==> src/rtl/erase_pkg.sv <==
package erase_pkg;
  typedef enum logic [2:0] {
    PH_IDLE, PH_PREPROG, PH_PREVER, PH_PULSE, PH_EVER, PH_FAIL
  } phase_t;

  localparam logic [7:0] CELL_ZERO   = 8'h00;
  localparam logic [7:0] CELL_ERASED = 8'hFF;

  function automatic logic [7:0] status_byte(input logic tog, input logic tmo);
    return {1'b0, tog, tmo, 5'b00000};
  endfunction
endpackage

==> src/rtl/erase_array.sv <==
module erase_array #(
  parameter int DEPTH  = 8,
  parameter int ADDR_W = $clog2(DEPTH)
) (
  input  logic              clk,
  input  logic              rst_n,
  input  logic              we,
  input  logic [ADDR_W-1:0] waddr,
  input  logic [7:0]        wdata,
  input  logic              bulk_set,
  input  logic [ADDR_W-1:0] raddr_a,
  output logic [7:0]        rdata_a,
  input  logic [ADDR_W-1:0] raddr_b,
  output logic [7:0]        rdata_b
);
  logic [7:0] cell_w [DEPTH];

  for (genvar g = 0; g < DEPTH; g++) begin : g_cell
    logic [7:0] q;
    always_ff @(posedge clk or negedge rst_n) begin
      if (!rst_n)                                  q <= erase_pkg::CELL_ERASED;
      else if (bulk_set)                           q <= erase_pkg::CELL_ERASED;
      else if (we && waddr == ADDR_W'(g))          q <= wdata;
    end
    assign cell_w[g] = q;
  end

  assign rdata_a = cell_w[raddr_a];
  assign rdata_b = cell_w[raddr_b];
endmodule

==> src/rtl/erase_fsm.sv <==
module erase_fsm
  import erase_pkg::*;
#(
  parameter int DEPTH           = 8,
  parameter int PULSE_CYC       = 4,
  parameter int PULSES_TO_ERASE = 2,
  parameter int MAX_PULSES      = 4,
  parameter int ADDR_W          = $clog2(DEPTH)
) (
  input  logic              clk,
  input  logic              rst_n,
  input  logic              start,
  input  logic              reset_cmd,
  input  logic              force_fail,
  input  logic [7:0]        cell_rd,
  output logic [ADDR_W-1:0] cell_addr,
  output logic              cell_we,
  output logic              bulk_set,
  output logic              busy,
  output logic              fail_st
);
  localparam int CYC_W = $clog2(PULSE_CYC + 1);
  localparam int NP_W  = $clog2(MAX_PULSES + 1);
  localparam logic [ADDR_W-1:0] LAST = ADDR_W'(DEPTH - 1);

  phase_t            phase_q, phase_d;
  logic [ADDR_W-1:0] addr_q, addr_d;
  logic [CYC_W-1:0]  cyc_q, cyc_d;
  logic [NP_W-1:0]   np_q, np_d;

  always_comb begin
    phase_d  = phase_q;
    addr_d   = addr_q;
    cyc_d    = cyc_q;
    np_d     = np_q;
    cell_we  = 1'b0;
    bulk_set = 1'b0;
    unique case (phase_q)
      PH_IDLE: if (start) begin
        phase_d = PH_PREPROG;
        addr_d  = '0;
        np_d    = '0;
      end
      PH_PREPROG: begin
        cell_we = 1'b1;
        if (addr_q == LAST) begin
          phase_d = PH_PREVER;
          addr_d  = '0;
        end else addr_d = addr_q + 1'b1;
      end
      PH_PREVER: begin
        if (cell_rd != CELL_ZERO) begin
          phase_d = PH_PREPROG;
          addr_d  = '0;
        end else if (addr_q == LAST) begin
          phase_d = PH_PULSE;
          cyc_d   = '0;
        end else addr_d = addr_q + 1'b1;
      end
      PH_PULSE: begin
        if (int'(cyc_q) == PULSE_CYC - 1) begin
          np_d     = np_q + 1'b1;
          bulk_set = (int'(np_q) + 1 >= PULSES_TO_ERASE) && !force_fail;
          phase_d  = PH_EVER;
          addr_d   = '0;
        end else cyc_d = cyc_q + 1'b1;
      end
      PH_EVER: begin
        if (cell_rd != CELL_ERASED) begin
          if (int'(np_q) >= MAX_PULSES) phase_d = PH_FAIL;
          else begin
            phase_d = PH_PULSE;
            cyc_d   = '0;
          end
        end else if (addr_q == LAST) phase_d = PH_IDLE;
        else addr_d = addr_q + 1'b1;
      end
      PH_FAIL: if (reset_cmd) phase_d = PH_IDLE;
      default: phase_d = PH_IDLE;
    endcase
  end

  always_ff @(posedge clk or negedge rst_n) begin
    if (!rst_n) begin
      phase_q <= PH_IDLE;
      addr_q  <= '0;
      cyc_q   <= '0;
      np_q    <= '0;
    end else begin
      phase_q <= phase_d;
      addr_q  <= addr_d;
      cyc_q   <= cyc_d;
      np_q    <= np_d;
    end
  end

  assign cell_addr = addr_q;
  assign fail_st   = (phase_q == PH_FAIL);
  assign busy      = (phase_q != PH_IDLE) && (phase_q != PH_FAIL);
endmodule

==> src/rtl/erase_status.sv <==
module erase_status (
  input  logic       clk,
  input  logic       rst_n,
  input  logic       take,
  input  logic       fail_st,
  output logic [7:0] status
);
  logic tog_q;
  always_ff @(posedge clk or negedge rst_n) begin
    if (!rst_n)    tog_q <= 1'b0;
    else if (take) tog_q <= ~tog_q;
  end
  assign status = erase_pkg::status_byte(tog_q, fail_st);
endmodule

==> src/rtl/erase_engine.sv <==
module erase_engine #(
  parameter int DEPTH           = 8,
  parameter int PULSE_CYC       = 4,
  parameter int PULSES_TO_ERASE = 2,
  parameter int MAX_PULSES      = 4,
  parameter int ADDR_W          = $clog2(DEPTH)
) (
  input  logic              clk,
  input  logic              rst_n,
  input  logic              start,
  input  logic              reset_cmd,
  input  logic              force_fail,
  input  logic              wr_en,
  input  logic [ADDR_W-1:0] wr_addr,
  input  logic [7:0]        wr_data,
  input  logic              rq_valid,
  output logic              rq_ready,
  input  logic [ADDR_W-1:0] rq_addr,
  output logic              rs_valid,
  input  logic              rs_ready,
  output logic [7:0]        rs_data,
  output logic              busy
);
  logic [ADDR_W-1:0] seq_addr, arr_waddr;
  logic              seq_we, bulk_set, fail_st, locked, take, arr_we;
  logic [7:0]        host_rd, seq_rd, arr_wdata, status;

  assign locked    = busy || fail_st;
  assign arr_we    = busy ? seq_we : (wr_en && !fail_st);
  assign arr_waddr = busy ? seq_addr : wr_addr;
  assign arr_wdata = busy ? erase_pkg::CELL_ZERO : wr_data;

  erase_array #(.DEPTH(DEPTH), .ADDR_W(ADDR_W)) u_array (
    .clk(clk), .rst_n(rst_n), .we(arr_we), .waddr(arr_waddr), .wdata(arr_wdata),
    .bulk_set(bulk_set), .raddr_a(rq_addr), .rdata_a(host_rd),
    .raddr_b(seq_addr), .rdata_b(seq_rd)
  );

  erase_fsm #(
    .DEPTH(DEPTH), .PULSE_CYC(PULSE_CYC), .PULSES_TO_ERASE(PULSES_TO_ERASE),
    .MAX_PULSES(MAX_PULSES), .ADDR_W(ADDR_W)
  ) u_fsm (
    .clk(clk), .rst_n(rst_n), .start(start), .reset_cmd(reset_cmd),
    .force_fail(force_fail), .cell_rd(seq_rd), .cell_addr(seq_addr),
    .cell_we(seq_we), .bulk_set(bulk_set), .busy(busy), .fail_st(fail_st)
  );

  erase_status u_status (
    .clk(clk), .rst_n(rst_n), .take(take && locked), .fail_st(fail_st), .status(status)
  );

  assign rq_ready = !rs_valid || rs_ready;
  assign take     = rq_valid && rq_ready;

  always_ff @(posedge clk or negedge rst_n) begin
    if (!rst_n) begin
      rs_valid <= 1'b0;
      rs_data  <= '0;
    end else if (take) begin
      rs_valid <= 1'b1;
      rs_data  <= locked ? status : host_rd;
    end else if (rs_ready) begin
      rs_valid <= 1'b0;
    end
  end
endmodule

==> config.mk <==
export PLATFORM = sky130hd
export DESIGN_NAME = erase_engine
export DESIGN_NICKNAME = d
export VERILOG_FILES = /design/src/rtl/erase_pkg.sv /design/src/rtl/erase_array.sv /design/src/rtl/erase_fsm.sv /design/src/rtl/erase_status.sv /design/src/rtl/erase_engine.sv
export SDC_FILE = /design/constraint.sdc
export NUM_CORES = 1
export LEC_CHECK = 0
export BUFFER_PORTS_ARGS = -buffer_cell sky130_fd_sc_hd__buf_2
export CAP_MARGIN = 30
export CELL_PAD_IN_SITES_DETAIL_PLACEMENT = 1
export CELL_PAD_IN_SITES_GLOBAL_PLACEMENT = 2
export CORE_ASPECT_RATIO = 0.75
export CORE_MARGIN = 2
export CORE_UTILIZATION = 37
export DETAILED_ROUTE_END_ITERATION = 12
export PLACE_DENSITY = 0.81
export RECOVER_POWER = 25
export SETUP_SLACK_MARGIN = 0.05
export SLEW_MARGIN = 20
export SYNTH_ARGS = -nofsm -noshare
export SYNTH_HDL_FRONTEND = slang
export SYNTH_SLANG_ARGS = --single-unit
export TNS_END_PERCENT = 100
==> constraint.sdc <==
create_clock -name clk -period 2.5 [get_ports clk]
set_input_delay 0.5 -clock clk [delete_from_list [all_inputs] [get_ports clk]]
set_output_delay 0.5 -clock clk [all_outputs]
set_load 0.01 [all_outputs]
==> reports/summary.txt <==
===========================================================================================
Source-to-sink clock delay at the later pin of the worst-skew pair                   340 ps
Async S/R FF share, synth                                                              100%
Slew Limit Fails                                                                          0
Worst slack on hold paths                                                            353 ps
Root buffer cell                                                               sky130_fd_sc_hd__clkbuf_16
Dominant cells by area after synthesis                                         sky130_fd_sc_hd__dfstp_2 (32%), sky130_fd_sc_hd__mux4_2 (11%), sky130_fd_sc_hd__dfrtp_1 (11%)
Standard-cell row count                                                                  37
Post-detailed-route count of antenna-violating nets                                       0
Via density per instance                                                               5.75
Number of buffers on the longest clock path                                               2
Final min period                                                                    2510 ps
Most used cells in the layout excluding fill and tap cells                     sky130_fd_sc_hd__nand2_1 (84), sky130_fd_sc_hd__dfstp_2 (64), sky130_fd_sc_hd__buf_4 (39)
Count of clock tree sinks                                                                86
Number of enable flip-flop cells after synthesis                                          0
Initial cell density of the core                                                      37.9%
Critical path startpoint category                                                  register
Number of design-rule violations left by the first detailed-router iteration            373
Part of the Yosys area used for sequential elements                                   42.9%
Synth warnings                                                                            0
Transition time at the pin with the least slew margin                               1100 ps
Post-synthesis sequential element count                                                  86
Worst supply voltage drop on vdd                                                   0.558 mV
Worst stage delay on the critical path                                               570 ps
Total I/O pin count                                                                      33
Via count of the first global-routing pass                                            4,261
Clock slew seen by the registers of the worst setup and hold paths                    70 ps
Sequential Power Share                                                                36.6%
Worst slew margin relative to its limit                                               26.8%
Fraction of power spent switching nets                                                38.2%
Run status                                                                     complete, but fails checks
Number of H-tree branching levels                                                         3
Areal power density over the cells                                             1290 nW/um^2
First-pass GRT wire length                                                        24,500 um
Post-synth top area share                                                             32.3%
Critical Path Start                                                            u_fsm.cell_addr[0]$_DFFE_PN0P_
Final Hold Vio Count                                                                      0
Core Area                                                                       13,700 um^2
Net switching power of the design                                                 0.00303 W
Mapped Cells                                                                            473
Number of detailed-routing iterations run before antenna repair                           4
Remaining Overflow, GRT                                                                   0
Number of buffers added by the clock tree synthesis step                                  9
Nets                                                                                    554
Number of design rule violations left after detail routing                                0
Depth of the most critical reg-to-reg path                                                7
Hold buffer count at CTS                                                                  0
Filler Cells Inserted                                                                 1,528
Antenna violations before repair                                                          0
Synth Area per Inst                                                               11.0 um^2
Static leakage                                                                      2.53 nW
Layout cell share with drive strength beyond 1                                        40.0%
Final weighted congestion of routability-driven global placement                      0.870
Yosys top cell by area                                                         sky130_fd_sc_hd__dfstp_2
Number of buffers inserted by port buffering                                             32
Placed cell count                                                                       680
Cell area after placement                                                         5720 um^2
Critical path start-end classification                                         register to register
Type of the worst min-delay path                                               input port to asynchronous set/reset pin
Unrepaired setup endpoints after global routing                                        true
Final standard cell area without fillers                                          6140 um^2
Antenna diodes                                                                            0
Max-cap violations                                                                        0
Die span in y                                                                        107 um
Endpoint type of the worst setup path                                              register
Die outline area                                                                15,000 um^2
Portion of total power attributed to combinational logic                              45.5%
Setup TNS                                                                          -15.1 ps
Max FO, Critical Path                                                                     8
Most common library cell in the layout ignoring fill and taps                  sky130_fd_sc_hd__nand2_1
Routed len/inst                                                                     21.9 um
Cell Area, Synth                                                                  5200 um^2
Worst Setup Slack, final                                                           -9.72 ps
Clock Skews                                                                         8.48 ps
Period utilisation layout                                                              100%
Reg-to-reg critical path startpoint                                            u_fsm.cell_addr[0]$_DFFE_PN0P_
Number of cells in the finished layout apart from fillers                               703
Ordered list of cells on the worst path                                        clkbuf_16 > mux4_2 > mux2i_2 > or4_4 > o32ai_4 > a21o_4 > mux2_4
Final HPWL DP                                                                     10,600 um
Arrival @ worst endpoint                                                            2740 ps
Overall routing resource usage                                                        21.4%
CP required                                                                         2730 ps
Vias                                                                                  4,040
Horizontal die dimension                                                             141 um
Syn_nets                                                                                504
Slowest stage cell on the critical path                                        sky130_fd_sc_hd__or4_4
Total setup violations reported at the end of the flow                                    2
TritonCTS clock tree                                                                    yes
Unique masters post-synth                                                                52
Timing-limited maximum frequency                                                  0.398 GHz
Largest net degree at the start of global routing                                        65
Area growth, synth to finish                                                          18.1%
Synth Flop Type                                                                sky130_fd_sc_hd__dfstp_2
Internal cell power                                                               0.00490 W
Violated checks                                                                negative setup slack
Share of power burned in the clock network                                            18.0%
Drt total wl                                                                      15,400 um
===========================================================================================
what timing repair did:
action | CTS | global route
pin swaps | 3 | 5
endpoints found under the hold margin | 0 | 0
setup endpoints to repair | 10 | 10
gates resized for setup | 13 | 10
cloned | 0 | 1
buffers inserted | 4 | 2
worst max-delay path: cells and delay by family (launching register included):
family | cells | cell delay, ps
simple gates | 1 | 570
flops | 1 | 440
compound gates | 2 | 430
buf+inv | 1 | 190
mux | 3 | 760
through the flow:
step           util [%]  setup slack (ps)  power (W)
2_1_floorplan         -               145    0.00490
4_1_cts            44.6              20.5    0.00780
3_3_place_gp       41.7              21.2    0.00597
6_report           44.8             -9.72    0.00793
5_1_grt            44.8             -66.1    0.00840
3_5_place_dp       41.7             -89.6    0.00616
registers in the layout, indices dropped and copies added, names as in the netlist:
signal and count:
u_fsm.cell_addr 3, u_fsm.cyc_q 3, u_fsm.np_q 3, u_array.g_cell.q 64, u_status.tog_q 1, rs_valid 1, u_fsm.phase_q 3, rs_data 8
cells in the mapped netlist (4+ instances only):
master                      n
sky130_fd_sc_hd__clkbuf_1  23
sky130_fd_sc_hd__a21oi_1    8
sky130_fd_sc_hd__nor2b_1    4
sky130_fd_sc_hd__a31oi_1    6
sky130_fd_sc_hd__o311ai_0   8
sky130_fd_sc_hd__mux4_2    26
sky130_fd_sc_hd__mux2i_1   43
sky130_fd_sc_hd__dfstp_2   64
sky130_fd_sc_hd__o21ai_0   22
sky130_fd_sc_hd__nor3_1     7
sky130_fd_sc_hd__inv_1     13
sky130_fd_sc_hd__and2_1     8
sky130_fd_sc_hd__nand2_1   84
sky130_fd_sc_hd__dfrtp_1   22
sky130_fd_sc_hd__mux4_1     6
sky130_fd_sc_hd__o22ai_1    4
sky130_fd_sc_hd__o211ai_1  32
sky130_fd_sc_hd__nor2_1    13
sky130_fd_sc_hd__nand3_1    7
sky130_fd_sc_hd__buf_2      8
sky130_fd_sc_hd__nand2b_1   4
sky130_fd_sc_hd__ha_1       9
power groups by stage:
stage / registers (W) / clock network (W) / logic, W
detailed placement: 0.00286 / 0 / 0.00330
finish: 0.00290 / 0.00142 / 0.00360
global placement: 0.00281 / 0 / 0.00315
CTS: 0.00287 / 0.00144 / 0.00349
global route: 0.00296 / 0.00150 / 0.00393
floorplan: 0.00259 / 0 / 0.00231
cell type report:
type / count / area, um^2 / area share (%)
Sequential cell: 86 / 2230 / 36.4
Clock inverter: 4 / 55.1 / 0.897
Clock buffer: 12 / 258 / 4.20
Timing Repair Buffer: 74 / 503 / 8.19
Multi-Input combinational cell: 338 / 2820 / 45.9
Inverter: 14 / 52.6 / 0.856
Tap cell: 175 / 219 / 3.57
layer usage:
metal / routed length (um) / up-vias / GRT usage, %
li1: - / 1853 / -
met1: 7280 / 2081 / 30.0
met2: 7090 / 94 / 33.7
met3: 897 / 12 / 5.58
met4: 131 / 0 / 4.29
met5: 0 / - / 0
kinds of logic (layout without fill, tap and decap cells):
kind of cell	count (synthesis)	in the layout	share of synthesized area, %
DFF	86	86	42.9
AOI/OAI and AO/OA	101	101	13.6
adders and majority gates	9	9	2.17
xor gates and xnor gates	1	1	0.169
muxes	80	80	23.9
buffers and inverters	49	104	3.95
and+or+nand+nor	147	147	13.3
path summary, 6_finish.rpt:
path,slack [ps],end
min reg2reg,480,rs_data[7]$_DFFE_PN0P_
max in group asynchronous,630,u_array.g_cell[4].q[5]$_DFFE_PN1P_
min,350,rs_data[3]$_DFFE_PN0P_
max,-10,u_fsm.cyc_q[0]$_DFFE_PN0P_
max reg2reg,-10,u_fsm.cyc_q[0]$_DFFE_PN0P_
min in group clk,370,rs_valid$_DFFE_PN0P_
No activity file was read; power rests on OpenSTA's default activity.
